$ cat config.mk
export PLATFORM = sky130hd
export DESIGN_NAME = i2c_cmd_framer
export DESIGN_NICKNAME = d
export VERILOG_FILES = /design/src/rtl/i2c_framer_pkg.sv /design/src/rtl/i2c_line_filter.sv /design/src/rtl/i2c_frame_dp.sv /design/src/rtl/i2c_frame_ctrl.sv /design/src/rtl/i2c_cmd_framer.sv
export SDC_FILE = /design/constraint.sdc
export NUM_CORES = 1
export LEC_CHECK = 0
export BUFFER_PORTS_ARGS = -buffer_cell sky130_fd_sc_hd__buf_2
export CORE_MARGIN = 4
export CORE_UTILIZATION = 35
export DETAILED_ROUTE_END_ITERATION = 6
export PLACE_DENSITY = 0.55
export SLEW_MARGIN = 0
export SYNTH_ARGS = -nofsm -noshare
export SYNTH_HDL_FRONTEND = slang
export SYNTH_SLANG_ARGS = --single-unit
$ cat constraint.sdc
create_clock -name clk -period 2.3 [get_ports clk]
set_input_delay 0.115 -clock clk [delete_from_list [all_inputs] [get_ports clk]]
set_output_delay 0.115 -clock clk [all_outputs]
set_load 0.02 [all_outputs]
$ cat src/rtl/i2c_framer_pkg.sv
package i2c_framer_pkg;

  localparam int BYTE_W = 8;
  localparam int WORD_W = 16;

  typedef enum logic [2:0] {
    ST_IDLE,
    ST_ADDR,
    ST_ADDR_ACK,
    ST_WR_BYTE,
    ST_WR_ACK,
    ST_RD_BYTE,
    ST_RD_ACK,
    ST_IGNORE
  } fsmState_t;

  // strobes from control to datapath
  typedef struct packed {
    logic capture;   // sample SDA, count a bit
    logic clrBits;   // restart bit count
    logic loadRsp;   // latch response word
    logic shiftTx;   // advance read shifter
    logic takeHigh;  // park first byte of a word
    logic emitWord;  // publish assembled word
  } dpStrobe_t;

  function automatic logic [1:0] strapToLow(input logic [1:0] strap);
    case (strap)
      2'b00:   return 2'b11;
      2'b01:   return 2'b00;
      default: return 2'b10;
    endcase
  endfunction

endpackage

$ cat src/rtl/i2c_line_filter.sv
module i2c_line_filter #(
  parameter int FILT_LEN = 5
) (
  input  logic clk,
  input  logic rstN,
  input  logic rawIn,
  output logic cleanOut
);
  localparam int CW = $clog2(FILT_LEN + 1);

  logic          meta;
  logic          syncQ;
  logic          outQ;
  logic [CW-1:0] cnt;

  always_ff @(posedge clk or negedge rstN) begin
    if (!rstN) begin
      meta  <= 1'b1;
      syncQ <= 1'b1;
      outQ  <= 1'b1;
      cnt   <= '0;
    end else begin
      meta  <= rawIn;
      syncQ <= meta;
      if (syncQ == outQ) begin
        cnt <= '0;
      end else if (cnt == CW'(FILT_LEN - 1)) begin
        outQ <= syncQ;
        cnt  <= '0;
      end else begin
        cnt <= cnt + 1'b1;
      end
    end
  end

  assign cleanOut = outQ;

  AST_FILTER_SETTLED: assert property (@(posedge clk) disable iff (!rstN)
    (outQ != $past(outQ)) |-> ($past(syncQ) == outQ));

endmodule

$ cat src/rtl/i2c_frame_dp.sv
module i2c_frame_dp
  import i2c_framer_pkg::*;
(
  input  logic              clk,
  input  logic              rstN,
  input  dpStrobe_t         ctl,
  input  logic              sdaF,
  input  logic [WORD_W-1:0] rspWord,
  output logic [BYTE_W-1:0] rxByte,
  output logic              bitsFull,
  output logic              txBit,
  output logic              cmdValid,
  output logic [WORD_W-1:0] cmdWord
);
  localparam int CNT_W = $clog2(BYTE_W + 1);

  logic [CNT_W-1:0]  bitCnt;
  logic [BYTE_W-1:0] rxShift;
  logic [BYTE_W-1:0] hiByte;
  logic [WORD_W-1:0] txShift;

  always_ff @(posedge clk or negedge rstN) begin
    if (!rstN) begin
      bitCnt   <= '0;
      rxShift  <= '0;
      hiByte   <= '0;
      txShift  <= '0;
      cmdValid <= 1'b0;
      cmdWord  <= '0;
    end else begin
      cmdValid <= ctl.emitWord;
      if (ctl.clrBits) begin
        bitCnt <= '0;
      end else if (ctl.capture) begin
        bitCnt  <= bitCnt + 1'b1;
        rxShift <= {rxShift[BYTE_W-2:0], sdaF};
      end
      if (ctl.takeHigh) hiByte <= rxShift;
      if (ctl.emitWord) cmdWord <= {hiByte, rxShift};
      if (ctl.loadRsp) begin
        txShift <= {2'b00, rspWord[WORD_W-3:0]};
      end else if (ctl.shiftTx) begin
        txShift <= {txShift[WORD_W-2:0], 1'b0};
      end
    end
  end

  assign rxByte   = rxShift;
  assign bitsFull = (bitCnt == CNT_W'(BYTE_W));
  assign txBit    = txShift[WORD_W-1];

  AST_VALID_ONE_SHOT: assert property (@(posedge clk) disable iff (!rstN)
    cmdValid |=> !cmdValid);
  AST_TX_HOLDS: assert property (@(posedge clk) disable iff (!rstN)
    (!ctl.loadRsp && !ctl.shiftTx) |=> $stable(txShift));

endmodule

$ cat src/rtl/i2c_frame_ctrl.sv
module i2c_frame_ctrl
  import i2c_framer_pkg::*;
#(
  parameter logic [4:0] ADDR_HI = 5'b01011
) (
  input  logic              clk,
  input  logic              rstN,
  input  logic              sclF,
  input  logic              sdaF,
  input  logic [1:0]        strapLevel,
  input  logic [BYTE_W-1:0] rxByte,
  input  logic              bitsFull,
  input  logic              txBit,
  output dpStrobe_t         ctl,
  output logic              sdaOe
);
  fsmState_t state, stateN;
  logic sclQ, sdaQ;
  logic rnw, rnwN;
  logic byteOdd, oddN;
  logic rdSecond, secN;
  logic mAck, ackN;

  logic sclRise, sclFall, startDet, stopDet;
  logic [6:0] ownAddr;

  assign sclRise  = sclF & ~sclQ;
  assign sclFall  = ~sclF & sclQ;
  assign startDet = sclF & sclQ & sdaQ & ~sdaF;
  assign stopDet  = sclF & sclQ & ~sdaQ & sdaF;
  assign ownAddr  = {ADDR_HI, strapToLow(strapLevel)};

  always_comb begin
    ctl    = '0;
    stateN = state;
    rnwN   = rnw;
    oddN   = byteOdd;
    secN   = rdSecond;
    ackN   = mAck;
    if (startDet) begin
      stateN      = ST_ADDR;
      ctl.clrBits = 1'b1;
      oddN        = 1'b0;
    end else if (stopDet) begin
      stateN = ST_IDLE;
      oddN   = 1'b0;
    end else begin
      case (state)
        ST_ADDR: begin
          if (sclRise) begin
            ctl.capture = 1'b1;
          end else if (sclFall && bitsFull) begin
            if (rxByte[7:1] == ownAddr) begin
              stateN      = ST_ADDR_ACK;
              rnwN        = rxByte[0];
              ctl.loadRsp = rxByte[0];
            end else begin
              stateN = ST_IGNORE;
            end
          end
        end
        ST_ADDR_ACK: begin
          if (sclFall) begin
            ctl.clrBits = 1'b1;
            secN        = 1'b0;
            stateN      = rnw ? ST_RD_BYTE : ST_WR_BYTE;
          end
        end
        ST_WR_BYTE: begin
          if (sclRise) begin
            ctl.capture = 1'b1;
          end else if (sclFall && bitsFull) begin
            stateN = ST_WR_ACK;
            if (byteOdd) begin
              ctl.emitWord = 1'b1;
              oddN         = 1'b0;
            end else begin
              ctl.takeHigh = 1'b1;
              oddN         = 1'b1;
            end
          end
        end
        ST_WR_ACK: begin
          if (sclFall) begin
            ctl.clrBits = 1'b1;
            stateN      = ST_WR_BYTE;
          end
        end
        ST_RD_BYTE: begin
          if (sclRise) begin
            ctl.capture = 1'b1;
          end else if (sclFall) begin
            ctl.shiftTx = 1'b1;
            if (bitsFull) stateN = ST_RD_ACK;
          end
        end
        ST_RD_ACK: begin
          if (sclRise) begin
            ackN = ~sdaF;
          end else if (sclFall) begin
            if (mAck && !rdSecond) begin
              stateN      = ST_RD_BYTE;
              ctl.clrBits = 1'b1;
              secN        = 1'b1;
            end else begin
              stateN = ST_IGNORE;
            end
          end
        end
        default: ;
      endcase
    end
  end

  always_ff @(posedge clk or negedge rstN) begin
    if (!rstN) begin
      state    <= ST_IDLE;
      sclQ     <= 1'b1;
      sdaQ     <= 1'b1;
      rnw      <= 1'b0;
      byteOdd  <= 1'b0;
      rdSecond <= 1'b0;
      mAck     <= 1'b0;
    end else begin
      state    <= stateN;
      sclQ     <= sclF;
      sdaQ     <= sdaF;
      rnw      <= rnwN;
      byteOdd  <= oddN;
      rdSecond <= secN;
      mAck     <= ackN;
    end
  end

  assign sdaOe = (state == ST_ADDR_ACK) || (state == ST_WR_ACK) ||
                 ((state == ST_RD_BYTE) && !txBit);

  AST_RELEASE_ON_STOP: assert property (@(posedge clk) disable iff (!rstN)
    stopDet |=> !sdaOe);

endmodule

$ cat src/rtl/i2c_cmd_framer.sv
module i2c_cmd_framer
  import i2c_framer_pkg::*;
#(
  parameter int         FILT_LEN = 5,
  parameter logic [4:0] ADDR_HI  = 5'b01011
) (
  input  logic        clk,
  input  logic        rstN,
  input  logic [1:0]  strapLevel,
  input  logic        sclIn,
  input  logic        sdaIn,
  output logic        sdaOe,
  input  logic [15:0] rspWord,
  output logic        cmdValid,
  output logic [15:0] cmdWord
);
  logic [1:0]        rawLines;
  logic [1:0]        cleanLines;
  dpStrobe_t         ctl;
  logic [BYTE_W-1:0] rxByte;
  logic              bitsFull;
  logic              txBit;

  assign rawLines = {sdaIn, sclIn};

  for (genvar g = 0; g < 2; g++) begin : gLine
    i2c_line_filter #(.FILT_LEN(FILT_LEN)) uFilt (
      .clk      (clk),
      .rstN     (rstN),
      .rawIn    (rawLines[g]),
      .cleanOut (cleanLines[g])
    );
  end

  i2c_frame_ctrl #(.ADDR_HI(ADDR_HI)) uCtrl (
    .clk        (clk),
    .rstN       (rstN),
    .sclF       (cleanLines[0]),
    .sdaF       (cleanLines[1]),
    .strapLevel (strapLevel),
    .rxByte     (rxByte),
    .bitsFull   (bitsFull),
    .txBit      (txBit),
    .ctl        (ctl),
    .sdaOe      (sdaOe)
  );

  i2c_frame_dp uDp (
    .clk      (clk),
    .rstN     (rstN),
    .ctl      (ctl),
    .sdaF     (cleanLines[1]),
    .rspWord  (rspWord),
    .rxByte   (rxByte),
    .bitsFull (bitsFull),
    .txBit    (txBit),
    .cmdValid (cmdValid),
    .cmdWord  (cmdWord)
  );

  AST_ACK_WITH_WORD: assert property (@(posedge clk) disable iff (!rstN)
    cmdValid |-> sdaOe);

endmodule

==> summary.txt <==
Clocking
  – Number of buffers created by CTS: 9
  – Clock Sinks: 74
  – Clk slew on worst S/H paths: around 0.08 ns
  – Clock root cell: clkbuf_8
  – H-tree depth: 3
  – Skew-Pair Late Insertion Delay: 0.35 ns
  – CTS tree: yes
  – Clk buf depth: 2
  – Post-CTS Setup Inserts: 0

Floorplanning
  – Die W: approximately 100 um
  – I/O pins: 40
  – Die height: 104.7 um
  – Die area: 10970 um2
  – Placeable Area: 9196 um2
  – Initial Util: 0.3562
  – Row count: 35

GRT
  – Largest net degree at the start of global routing: between 70 and 80
  – GRT overflow: 0
  – Initial antenna violation count: 0
  – Number of global-route vias before repair: around 2100
  – Global-route wire length before repair: a little over 10000 um
  – Global-route usage over all layers: 0.1159

Routing
  – Residual antenna-violating net count after detailed routing: 0
  – Via-per-instance ratio: between 4 and 5
  – Drt wl/cell: ~14 um
  – DRC violations left: 0
  – DRT iter0 DRCs: 60
  – DRT Wirelength: ~6000 um
  – Vias post-DR: a little over 2000
  – Detailed Routing Iterations Pass 1: 4

Placed design
  – Port Buf Inserts: 37
  – Routability-driven placement congestion ratio: roughly 0.85
  – DP HPWL: approximately 3800 um
  – Pre-CTS WS: between 0.4 and 0.5 ns

Synthesis
  – Largest family of logic cells by synthesized area: multiplexers
  – Post-synthesis register bit count: 74
  – Area fraction in and, or, nand and nor cells after synthesis: 0.1207
  – Post-synthesis xor/xnor area fraction: 0.01872
  – Number of flops mapped to enable cells by yosys: 0
  – Seq/Total Area, Yosys: 0.5684
  – Net Count, Synth: approximately 290
  – Synthesis Warnings: 0
  – Post-synth cell types: 44
  – FFs w/ async S/R, synth: 1.000
  – Avg Cell Area, Syn: around 12 um2
  – Synth Cell Area: between 3000 and 4000 um2
  – Synthesized-area fraction occupied by adder cells: 0.02292
  – Cells after Synth: 266
  – Compound-Gate Fraction of Synth Area: 0.06417
  – Main synth FF type: dfrtp_1
  – Mux contribution to synthesized area: 0.1658

Hold path
  – Hold path start: rspWord[0]
  – Hold depth: 3
  – Endpoint, Worst Hold: uDp.txShift[0]
  – Min-delay worst type: primary input to flop

Pwr
  – Lkg Pwr: ~1.9 nW
  – Maximum VDD drop: roughly 0.48 mV
  – Pwr dens: roughly 1000 nW/um2

Worst setup path
  – Worst-path fanout max: 8
  – Crit end category: flop
  – RR Startpoint: uDp.bitCnt[0]
  – Worst EP required: 2.53 ns
  – R2r worst-path depth: 7
  – Critical path launch point: uDp.bitCnt[0]
  – FF-to-FF setup slack: a little over 0.4 ns
  – Reg-to-Reg End: uDp.hiByte[6]
  – Setup Crit Path Kind: flop to flop
  – CP Launch Type: flop
  – CP arrival: between 2 and 2.5 ns

STA
  – Final Critical Period: ~1.9 ns
  – RSZ-0062 raised after global routing: no
  – Clk_skew: between 0.007 and 0.008 ns
  – Fin Setup TNS: 0 ns
  – Finish-stage setup viols: 0
  – Tightest Pin Transition: between 0.9 and 1 ns
  – Period utilization: 0.8201
  – Slew HR: 0.3861
  – FMAX: about 530 MHz
  – Hold slack final: 0.01275 ns
  – Final hold violations: 0
  – Final setup margin: 0.4137 ns
  – Pins over their slew limit: 0

Layout
  – # diodes: 0
  – Final core occ: 0.4201
  – Final net count: 341
  – Fraction of layout instances using a drive strength above 1: 0.3270
  – P&R area growth vs syn: 17.95%
  – Filler Cells Inserted: ~900

Job
  – Number of max-cap violations: 0

Status
  – Status: completed
-- what timing repair did --
| item | in CTS | in global routing |
|---|---|---|
| gates resized for setup | 0 | 0 |
| hold endpoints to repair | 71 | 1 |
| hold buffers | 6 | 1 |
-- synth_stat cells, types with 4 or more instances --
master | count | area (um2)
inv_1 | 13 | 48.80
xor2_1 | 4 | 35.03
nand3_1 | 4 | 20.02
buf_4 | 4 | 30.03
mux2i_1 | 16 | 160.2
o21ai_0 | 9 | 45.04
dfrtp_1 | 66 | 1652
dfstp_2 | 8 | 210.2
nor2_1 | 24 | 90.09
nand2_1 | 8 | 30.03
nor2b_1 | 4 | 25.02
mux2_2 | 34 | 382.9
a21oi_1 | 18 | 90.09
buf_2 | 4 | 20.02
ha_1 | 6 | 75.07
-- cell usage in the layout, fill, tap and decap left out, types with 2 or more instances in the layout --
master         count
a21oi_1           18
nand2_1            8
nand4_1            2
buf_4              5
a31oi_1            2
mux2_2            34
nand3b_1           2
bufinv_16          3
inv_1             13
nor2b_1            4
clkbuf_8           9
buf_2             36
dlygate4sd3_1      7
dfrtp_1           66
mux2i_1           16
o31ai_1            3
clkinvlp_4         2
xnor2_1            3
dfstp_2            8
and3_1             3
nor2_1            24
xor2_1             4
nor3b_1            3
o21ai_0            9
ha_1               6
nand3_1            4
nand4b_1           3
-- cells by family after synthesis --
family,after synthesis
AOI/OAI and AO/OA,37
buffers and inverters,25
and+or+nand+nor,67
adders and majority gates,6
xor gates and xnor gates,7
muxes,50
DFF,74
-- report_power, final --
group	leakage, nW	switching, mW	internal (mW)
Combinational	0.823	0.435	0.438
Clock	0.113	0.498	0.725
Sequential	0.920	0.288	1.58
Total	1.86	1.22	2.74
-- final cells by class --
class / instances / area [um2] / share of cell area
sequential: 74 / 1862 / 0.4819
multi-input combinational: 167 / 1285 / 0.3326
timing repair buffer: 48 / 287.8 / 0.07448
tap: 111 / 138.9 / 0.03595
clock buffer: 10 / 127.6 / 0.03303
clock inverter: 6 / 113.9 / 0.02947
inverter: 13 / 48.80 / 0.01263
-- critical path, cell delays in order, from the launching register on --
cell and delay (ns):
dfrtp_1 0.42, inv_1 0.07, ha_1 0.13, and3b_1 0.19, and3_2 0.22, nand2_1 0.11, nor2_4 0.25, mux2_2 0.37
-- metrics by stage --
| stage | std cells | instance area (um2) | power [mW] |
|---|---|---|---|
| floorplan | 266 | 3276 | 2.529 |
| global placement | 406 | 3552 | 2.736 |
| detailed placement | 406 | 3552 | 2.762 |
| CTS | 428 | 3854 | 4.012 |
| global route | 429 | 3864 | 4.253 |
| finish | 429 | 3864 | 3.964 |
-- registers in the layout, indices dropped and copies added, names as in the netlist --
register              flops
uDp.cmdWord              16
gLine.uFilt.syncQ         2
uCtrl.sclQ                1
uCtrl.state               3
uCtrl.rdSecond            1
uDp.bitCnt                4
uDp.cmdValid              1
uDp.txShift              16
gLine.uFilt.cnt           6
gLine.uFilt.meta          2
uCtrl.rnw                 1
gLine.uFilt.cleanOut      2
uDp.hiByte                8
uDp.rxByte                8
uCtrl.sdaQ                1
uCtrl.byteOdd             1
uCtrl.mAck                1
-- worst max-delay path by stage --
stage | end | depth (start not counted)
CTS | uDp.hiByte[6] | 7
global route | uDp.bitCnt[1] | 4
detailed placement | uDp.hiByte[4] | 7
floorplan | uDp.cmdWord[0] | 7
global placement | uDp.hiByte[4] | 7
finish | uDp.hiByte[6] | 7
-- routing by layer --
metal	up-vias	GRT usage	part of all wire
met5	-	0	0
met4	0	0.04030	0.013
met3	9	0.04385	0.047
met2	41	0.1682	0.44
met1	1010	0.1584	0.50
li1	1017	-	-
(Power assumes the default switching activity.)
